===== config.mk =====
export PLATFORM = sky130hd
export DESIGN_NAME = ctx_seq_ctrl
export DESIGN_NICKNAME = d
export VERILOG_FILES = /design/src/rtl/ctx_seq_pkg.sv /design/src/rtl/ctx_trans_table.sv /design/src/rtl/ctx_cond_eval.sv /design/src/rtl/ctx_seq_ctrl.sv
export SDC_FILE = /design/constraint.sdc
export NUM_CORES = 1
export LEC_CHECK = 0
export ABC_AREA = 1
export BUFFER_PORTS_ARGS = -buffer_cell sky130_fd_sc_hd__clkbuf_2
export CAP_MARGIN = 10
export CORE_ASPECT_RATIO = 0.8
export CORE_MARGIN = 2
export CORE_UTILIZATION = 52
export DETAILED_ROUTE_END_ITERATION = 16
export GPL_TIMING_DRIVEN = 0
export PLACE_DENSITY = 0.73
export SLEW_MARGIN = 15
export SYNTH_ARGS = -nofsm -noshare
export SYNTH_HDL_FRONTEND = slang
export SYNTH_HIERARCHICAL = 1
export SYNTH_SLANG_ARGS = --single-unit

===== constraint.sdc =====
create_clock -name clk -period 4.2 [get_ports clk]
set_input_delay 0 -clock clk [delete_from_list [all_inputs] [get_ports clk]]
set_output_delay 0 -clock clk [all_outputs]
set_load 0.01 [all_outputs]

===== src/rtl/ctx_seq_pkg.sv =====
// Package: shared sizes and the transition-table entry layout.
// Assumes the state count and flag count are powers of two.
package ctx_seq_pkg;
    localparam int CTX_NUM  = 16;
    localparam int FLAG_NUM = 8;
    localparam int ST_W     = $clog2(CTX_NUM);
    localparam int SEL_W    = $clog2(FLAG_NUM);
    localparam int ENTRY_W  = 1 + 2 * ST_W + SEL_W;

    // Packed MSB first: halt, flag-true successor, flag-false successor, select
    typedef struct packed {
        logic             halt;
        logic [ST_W-1:0]  nxt_t;
        logic [ST_W-1:0]  nxt_f;
        logic [SEL_W-1:0] sel;
    } entry_t;

    typedef enum logic [1:0] {
        M_IDLE = 2'd0,
        M_RUN  = 2'd1,
        M_HALT = 2'd2
    } mode_t;
endpackage


===== src/rtl/ctx_trans_table.sv =====
// Transition table: one register per state, written through a gated strobe,
// read combinationally at the current state. Assumes the caller gates wr_en.
module ctx_trans_table
    import ctx_seq_pkg::*;
(
    input  logic            clk,
    input  logic            rst_n,
    input  logic            wr_en,
    input  logic [ST_W-1:0] wr_addr,
    input  entry_t          wr_data,
    input  logic [ST_W-1:0] rd_addr,
    output entry_t          rd_entry
);
    entry_t tbl_q [CTX_NUM];

    for (genvar i = 0; i < CTX_NUM; i++) begin : g_ent
        // Clear on reset, load when this slot is addressed
        always_ff @(posedge clk) begin
            if (!rst_n)
                tbl_q[i] <= '0;
            else if (wr_en && (wr_addr == ST_W'(i)))
                tbl_q[i] <= wr_data;
        end
    end

    // Read port for the entry of the active state
    always_comb rd_entry = tbl_q[rd_addr];
endmodule


===== src/rtl/ctx_cond_eval.sv =====
// Condition evaluation: picks the flag named by the entry and chooses the
// successor state. Purely combinational.
module ctx_cond_eval
    import ctx_seq_pkg::*;
(
    input  entry_t              entry,
    input  logic [FLAG_NUM-1:0] flags,
    output logic [ST_W-1:0]     nxt,
    output logic                halt
);
    logic flag_hit;

    // Select the tested flag and resolve the branch
    always_comb begin
        flag_hit = flags[entry.sel];
        nxt      = flag_hit ? entry.nxt_t : entry.nxt_f;
        halt     = entry.halt;
    end
endmodule


===== src/rtl/ctx_seq_ctrl.sv =====
// Context sequencer top: holds the mode and the context pointer, steps through
// the transition table while running. Assumes synchronous active-low reset
// and that flags are valid in the cycle the current entry is evaluated.
module ctx_seq_ctrl
    import ctx_seq_pkg::*;
(
    input  logic                clk,
    input  logic                rst_n,
    input  logic                start,
    input  logic                wr_en,
    input  logic [ST_W-1:0]     wr_addr,
    input  logic [ENTRY_W-1:0]  wr_data,
    input  logic [FLAG_NUM-1:0] flags,
    output logic [ST_W-1:0]     ctx_ptr,
    output logic                done
);
    mode_t           mode_q;
    logic [ST_W-1:0] ptr_q;
    logic            done_q;
    logic            tbl_we;
    entry_t          cur_entry;
    logic [ST_W-1:0] eval_nxt;
    logic            eval_halt;

    // Table writes pass only when not running
    always_comb tbl_we = wr_en && (mode_q != M_RUN);

    ctx_trans_table u_tbl (
        .clk      (clk),
        .rst_n    (rst_n),
        .wr_en    (tbl_we),
        .wr_addr  (wr_addr),
        .wr_data  (entry_t'(wr_data)),
        .rd_addr  (ptr_q),
        .rd_entry (cur_entry)
    );

    ctx_cond_eval u_eval (
        .entry (cur_entry),
        .flags (flags),
        .nxt   (eval_nxt),
        .halt  (eval_halt)
    );

    // Mode, pointer and done sequencing
    always_ff @(posedge clk) begin
        if (!rst_n) begin
            mode_q <= M_IDLE;
            ptr_q  <= '0;
            done_q <= 1'b0;
        end else begin
            unique case (mode_q)
                M_RUN: begin
                    if (eval_halt) begin
                        mode_q <= M_HALT;
                        done_q <= 1'b1;
                    end else begin
                        ptr_q <= eval_nxt;
                    end
                end
                default: begin
                    if (start) begin
                        mode_q <= M_RUN;
                        ptr_q  <= '0;
                        done_q <= 1'b0;
                    end
                end
            endcase
        end
    end

    // Drive outputs from state
    always_comb begin
        ctx_ptr = ptr_q;
        done    = done_q;
    end
endmodule


==> results of run 1 <==
-- kinds of logic after synthesis --
logic type      count (synthesis)
compound gates                 14
flops                         198
simple gates                  674
buf+inv                       255
-- what timing repair did --
action,CTS,global route
hold buffers,6,0
setup endpoints to repair,0,0
hold endpoints to repair,21,0
-- routing by layer --
layer,GRT usage (%),vias to the layer above,wire (um)
met2,41.0,585,11700
met3,8.18,64,4260
li1,-,3719,-
met5,0,-,0
met4,8.72,0,758
met1,42.4,3686,11200
-- registers in the layout, indices dropped and copies added (netlist names) --
signal,cells
ctx_ptr,4
mode_q,2
u_tbl/tbl_q,192
-- power groups by stage --
stage | Sequential, mW | Clock [mW] | Combinational [mW]
6_report | 2.27 | 1.63 | 0.830
5_1_grt | 2.28 | 1.71 | 0.883
4_1_cts | 2.27 | 1.63 | 0.794
3_5_place_dp | 2.32 | 0 | 0.782
3_3_place_gp | 2.32 | 0 | 0.765
2_1_floorplan | 2.31 | 0 | 0.507
-- cell type report --
cell class	instances	area, um^2	share of cell area [%]
multi-input cells	688	2930	26.6
clock buffers	17	425	3.87
plain buffers	71	345	3.14
repair buffers	43	258	2.34
well taps	253	317	2.88
flip-flops and latches	198	5890	53.5
clock inverters	15	153	1.39
inverters	184	692	6.29
-- cell usage after synthesis --
library cell  count  area [um^2]
nand3_1         160          801
inv_2             5         18.8
edfxtp_1        192         5770
nand2_2           1         6.26
buf_6             4         45.0
inv_1           178          668
clkbuf_1         28          105
nand2_4           1         11.3
nor2_1          196          736
buf_1            10         37.5
o21ai_0           8         40.0
clkinvlp_2        1         5.00
nor3_4            2         32.5
a21oi_1           6         30.0
nand3_4           2         35.0
dfxtp_1           6          120
nand3_2           5         50.1
buf_4             5         37.5
nand4_1           8         50.1
buf_2            24          120
nand2_1         298         1120
or2_2             1         6.26
-- worst min-delay path by stage --
stage,startpoint,endpoint,slack [ps],cells after the start
floorplan,start,mode_q[1],180,2
global placement,start,mode_q[1],310,3
detailed placement,start,mode_q[1],300,3
CTS,wr_data[9],u_tbl/tbl_q[2][9],9,3
global route,wr_data[7],u_tbl/tbl_q[3][7],40,3
finish,wr_data[7],u_tbl/tbl_q[5][7],20,3
-- worst reg2reg max path, cell delays in order (launching register included) --
cell and delay [ps]:
dfxtp_1 330, inv_1 70, nand2_1 90, inv_1 60, nor2_1 530, clkbuf_1 380
nand2_1 140, o21ai_1 650, buf_4 290
-- stage by stage --
step	worst slack (ps)	instances	cell area [um^2]
detailed placement	1540	1431	10400
floorplan	1770	1141	9840
global placement	720	1426	10300
global route	1310	1469	11000
CTS	1520	1469	11000
finish	1360	1469	11000
==> impl_metrics.py, run 1 <==
metrics = {
    "yosys": {
        "synth_top_family_by_area": "simple AND/OR/NAND/NOR gates",
        "avgSynthCellArea_um2": 8.62,
        "synth_seq_area_share_pct": 59.8,
        "synth_xor_area_share_pct": 0,
        "syn_nets": 1169,
        "postSynthCellCount": 1141,
        "ys_warn_count": 6,
        "synth-seq-cells": 198,
        "muxShareOfSynthArea_pct": 0,
        "synth-simple-area-share_pct": 28.9,
        "synth_compound_area_share_pct": 0.712,
        "synth_cell_types": 22,
        "synth_area_um2": 9840,
        "synth_adder_area_share_pct": 0,
    },
    "timing": {
        "hold_viol": 0,
        "period_minus_slack_ps": 2840,
        "setup-tns-final_ps": 0,
        "tightest_slew_ps": 912,
        "drv_slew": 0,
        "clock.fmax_mhz": 352,
        "relSlewSlack_pct": 39.2,
        "rsz0062_at_grt": "false",
        "finalClockSkew_ps": 7.44,
        "period_share_pct": 67.6,
        "holdWs_ps": 19.8,
        "setup_viol": 0,
    },
    "place": {
        "place.gp.congestion": 1.00,
        "hpwl_um": 18800,
        "port_buffers": 32,
    },
    "power": {
        "seqPwrFrac_pct": 48.1,
        "swShare_pct": 29.2,
        "p_int_mw": 3.35,
        "power.density_nw_per_um2": 430,
        "combPwrFrac_pct": 17.6,
        "clockPowerShare_pct": 34.4,
        "p_sw_mw": 1.38,
        "finalPower_mw": 4.73,
        "leakage_nw": 4.94,
        "ir_drop_v": 0.000268,
    },
    "setup_path": {
        "path_max_fanout": 10,
        "setup.worst_path.start": "mode_q[1]",
        "worstSetupPathType": "reg -> reg",
        "cp-endpoint": "u_tbl/tbl_q[12][2]",
        "r2r_slack_ps": 1360,
        "cp.depth": 8,
        "end_kind": "flip-flop",
        "critPathRequiredTime_ps": 4350,
        "cp_slowest_cell": "o21ai_1",
        "crit_arrival_ps": 2990,
        "reg2reg_depth": 8,
        "cp_top_family": "buffers and inverters",
        "cp_slowest_stage_delay_ps": 650,
        "path_buf_inv": 4,
        "crit_path_cell_trace": "inv_1 -> nand2_1 -> inv_1 -> nor2_1 -> clkbuf_1 -> nand2_1 -> o21ai_1 -> buf_4",
        "r2r_start": "mode_q[1]",
        "start_kind": "flip-flop",
        "timing.rr.end": "u_tbl/tbl_q[12][2]",
    },
    "clock_network": {
        "clock_path_buffers": 2,
        "cts_buffers": 17,
        "clock-root-buffer": "clkbuf_16",
        "path_clk_slew_ps": 70,
        "cts.sinks": 198,
        "post_cts_resized": 0,
        "clock_latency_ps": 440,
        "cts_tree": "built",
        "htreeDepth": 4,
        "post-cts-setup-buffers": 0,
    },
    "route": {
        "drt_iter0_markers": 1473,
        "dr.pass1.iters": 8,
        "drc_errors": 0,
        "viasPerCell": 5.48,
        "wl_per_cell_um": 19.0,
        "ant_nets": 0,
        "vias": 8054,
        "wl_um": 27800,
    },
    "global_routing": {
        "grt_max_degree": 18,
        "grt_overflow": 0,
        "antenna_found_initial": 0,
        "track_usage_pct": 28.6,
        "grt_pass1_wl_um": 41500,
        "grt_pass1_vias": 7408,
    },
    "hold_path": {
        "hold_class": "in -> reg",
    },
    "final_layout": {
        "post_route_cells_drive_above_1_share_pct": 9.95,
        "num-fill-cells": 1556,
        "fin_util_pct": 60.0,
        "syn2layout_area_growth_pct": 11.8,
        "final_cell_mix": "298 x nand2_1, 196 x nor2_1, 192 x edfxtp_1",
        "nets": 1231,
        "antennaDiodeCount": 0,
        "layout_commonest_cell": "nand2_1",
    },
    "outcome": {
        "status": "finished clean",
    },
    "floorplan": {
        "coreArea_um2": 18300,
        "dieWidth_um": 158,
        "fp.dieH_um": 127,
        "dieArea_um2": 20000,
        "pin_count": 33,
        "fp-row-count": 44,
        "initial_utilization_pct": 53.7,
    },
    "run": {
        "maxCapViolCount": 0,
    },
}
(Power assumes the default switching activity.)
==> inputs of run 2 (changes only) <==
--- a/config.mk
+++ b/config.mk
@@ -5,7 +5,7 @@
 export SDC_FILE = /design/constraint.sdc
 export NUM_CORES = 1
 export LEC_CHECK = 0
-export ABC_AREA = 1
+export ABC_AREA = 0
 export BUFFER_PORTS_ARGS = -buffer_cell sky130_fd_sc_hd__clkbuf_2
 export CAP_MARGIN = 10
 export CORE_ASPECT_RATIO = 0.8
==> constraint.sdc (replaced) <==
create_clock -name clk -period 2.7 [get_ports clk]
set_input_delay 0 -clock clk [delete_from_list [all_inputs] [get_ports clk]]
set_output_delay 0 -clock clk [all_outputs]
set_load 0.01 [all_outputs]
==> impl_metrics.py, run 2 <==
metrics = {
    "outcome": {
        "status": "finished with violations",
        "violations": "setup timing",
    },
    "clock_network": {
        "path_clk_slew_ps": 70,
        "htreeDepth": 4,
        "cts.sinks": 198,
        "clock_path_buffers": 2,
        "clock_latency_ps": 430,
        "cts_tree": "built",
        "cts_buffers": 17,
        "clock-root-buffer": "clkbuf_16",
    },
    "timing": {
        "drv_slew": 0,
        "hold_viol": 0,
        "tightest_slew_ps": 869,
        "period_minus_slack_ps": 2820,
        "setup-tns-final_ps": -451,
        "finalClockSkew_ps": 8.51,
        "setup_viol": 4,
        "rsz0062_at_grt": "true",
        "period_share_pct": 105,
        "clock.fmax_mhz": 354,
        "relSlewSlack_pct": 42.0,
        "finalWorstSetupSlack_ps": -125,
    },
    "setup_path": {
        "critPathRequiredTime_ps": 3010,
        "crit_arrival_ps": 3130,
        "crit_path_cell_trace": "buf_12 -> buf_12 -> mux4_2 -> a22oi_2 -> nand2_2 -> mux2i_1 -> mux4_2 -> mux2_4 -> nand2_1 -> o22ai_1",
        "reg2reg_depth": 10,
        "start_kind": "flip-flop",
        "r2r_start": "ctx_ptr[0]",
        "end_kind": "flip-flop",
        "cp_slowest_stage_delay_ps": 570,
        "path_max_fanout": 5,
        "cp_slowest_cell": "mux4_2",
        "timing.rr.end": "ctx_ptr[1]",
        "worstSetupPathType": "reg -> reg",
        "r2r_slack_ps": -120,
    },
    "hold_path": {
        "hold_path_end": "u_tbl/tbl_q[7][7]",
        "hold_class": "in -> reg",
        "holdCritStartpoint": "wr_data[7]",
        "min_path_cells": 2,
    },
    "power": {
        "seqPwrFrac_pct": 53.8,
        "ir_drop_v": 0.000354,
        "swShare_pct": 23.2,
        "power.density_nw_per_um2": 626,
        "clockPowerShare_pct": 35.5,
        "p_sw_mw": 1.52,
        "combPwrFrac_pct": 10.7,
        "leakage_nw": 3.80,
        "p_int_mw": 5.04,
    },
    "final_layout": {
        "layout_commonest_cell": "and2_1",
        "post_route_cells_drive_above_1_share_pct": 20.7,
        "final_cell_mix": "193 x and2_1, 192 x edfxtp_1, 35 x clkbuf_1",
        "fin_util_pct": 60.5,
        "regMostFlops": "u_tbl/tbl_q",
        "syn2layout_area_growth_pct": 14.3,
        "nets": 695,
        "largest_reg_flops": 192,
    },
    "floorplan": {
        "dieArea_um2": 18700,
        "fp-row-count": 43,
        "dieWidth_um": 153,
        "fp.dieH_um": 123,
        "initial_utilization_pct": 53.0,
        "pin_count": 33,
        "coreArea_um2": 17300,
    },
    "yosys": {
        "synth-edff-count": 192,
        "synth_cell_types": 33,
        "ys_warn_count": 6,
        "synthTopCellsByArea": "edfxtp_1 63%, and2_1 13%, mux4_2 7.6%",
        "yosysMostFrequentCell": "and2_1",
        "async_reset_ff_share_pct": 0,
        "synthTopCellsByCount": "193 x and2_1, 192 x edfxtp_1, 38 x clkbuf_1",
        "syn_nets": 629,
        "synth_area_um2": 9170,
        "synth_seq_area_share_pct": 64.2,
        "synth-seq-cells": 198,
        "synth_ff_type": "edfxtp_1",
        "netlist.area_leader.share_pct": 62.8,
        "avgSynthCellArea_um2": 15.3,
        "synth_top_area_cell": "edfxtp_1",
        "postSynthCellCount": 601,
    },
    "route": {
        "top_layer": "met4",
        "ant_nets": 0,
        "vias": 5403,
        "drt_iter0_markers": 637,
        "wl_met1_um": 9280,
        "drc_errors": 0,
        "dr.pass1.iters": 5,
        "dr_wl_met3_um": 2450,
        "wl_um": 22100,
        "wl_per_cell_um": 24.4,
        "wl_met2_um": 10100,
        "viasPerCell": 5.96,
    },
    "run": {
        "maxCapViolCount": 0,
    },
    "global_routing": {
        "grt_pass1_wl_um": 32600,
        "grt_pass1_vias": 5253,
        "track_usage_pct": 24.5,
        "antenna_found_initial": 0,
        "grt_overflow": 0,
        "grt_max_degree": 17,
    },
    "place": {
        "port_buffers": 32,
        "hpwl_um": 14600,
        "place.gp.congestion": 0.845,
    },
}
run 2: changes by cell type after synthesis, moves of 18 or more:
cell,previous run,this run
nor2_1,196,17
inv_1,178,1
nand3_1,160,1
buf_2,24,5
mux4_2,0,31
mux4_1,0,18
and2_1,0,193
nand2_1,298,23
a22oi_1,0,24
run 2: kinds of logic (layout without fill, tap and decap cells):
kind of cell | count (synthesis) | in the layout | share of synthesized area, %
other | 0 | 1 | 0
AOI/OAI and AO/OA | 48 | 48 | 3.40
DFF | 198 | 198 | 64.2
muxes | 57 | 57 | 13.7
buffers and inverters | 49 | 128 | 2.63
and+or+nand+nor | 249 | 249 | 16.1
run 2: critical path: cells and delay by family (launching register included):
family | cells | cell delay [ps]
flops | 1 | 400
buf+inv | 2 | 250
compound gates | 2 | 240
simple gates | 2 | 210
mux | 4 | 1590
run 2: power by group through the flow:
stage | clock network, mW | registers [mW] | logic (mW)
finish | 2.33 | 3.53 | 0.706
global route | 2.48 | 3.54 | 0.740
CTS | 2.36 | 3.53 | 0.684
detailed placement | 0 | 3.60 | 0.634
global placement | 0 | 3.59 | 0.611
floorplan | 0 | 3.58 | 0.398
run 2: worst max-delay path by stage:
stage,start,to,slack [ps],cells after the start
after global placement,mode_q[1],u_tbl/tbl_q[5][5],-560,4
after global routing,ctx_ptr[0],ctx_ptr[2],-200,10
after CTS,ctx_ptr[0],ctx_ptr[3],-140,10
after detailed placement,ctx_ptr[1],ctx_ptr[2],-610,9
after floorplan,ctx_ptr[0],ctx_ptr[2],10,11
final,ctx_ptr[0],ctx_ptr[1],-120,10
run 2: layout make-up:
class / count / area, um^2
tap: 225 / 282
timing repair buffer: 48 / 312
fill: 1312 / 6840
inverter: 1 / 3.75
clock inverter: 14 / 113
clock buffer: 18 / 429
multi-input combinational: 354 / 3170
sequential: 198 / 5890
antenna: 1 / 2.50
buffer: 47 / 285
run 2: repair_timing:
item | CTS | global route
resized for setup | 26 | 11
endpoints found under the setup margin | 4 | 56
setup buffers | 4 | 0
hold buffers | 11 | 0
endpoints found under the hold margin | 62 | 0
pin swaps | 2 | 2
run 2: through the flow:
stage / power, mW / instances / setup WS (ps) / instance area (um^2) / hold slack, ps
floorplan: 3.98 / 601 / 10.2 / 9180 / 179
global placement: 4.20 / 858 / -560 / 9620 / 297
detailed placement: 4.23 / 859 / -610 / 9690 / 301
CTS: 6.58 / 905 / -135 / 10400 / 1.41
global route: 6.77 / 905 / -198 / 10500 / 20.8
finish: 6.57 / 906 / -125 / 10500 / 37.4
run 2: layer usage:
layer  track usage [%]  vias to the layer above
met5                 0                        -
li1                  -                     2379
met3              7.94                       15
met1              35.4                     2729
met4              6.31                        0
met2              36.6                      280
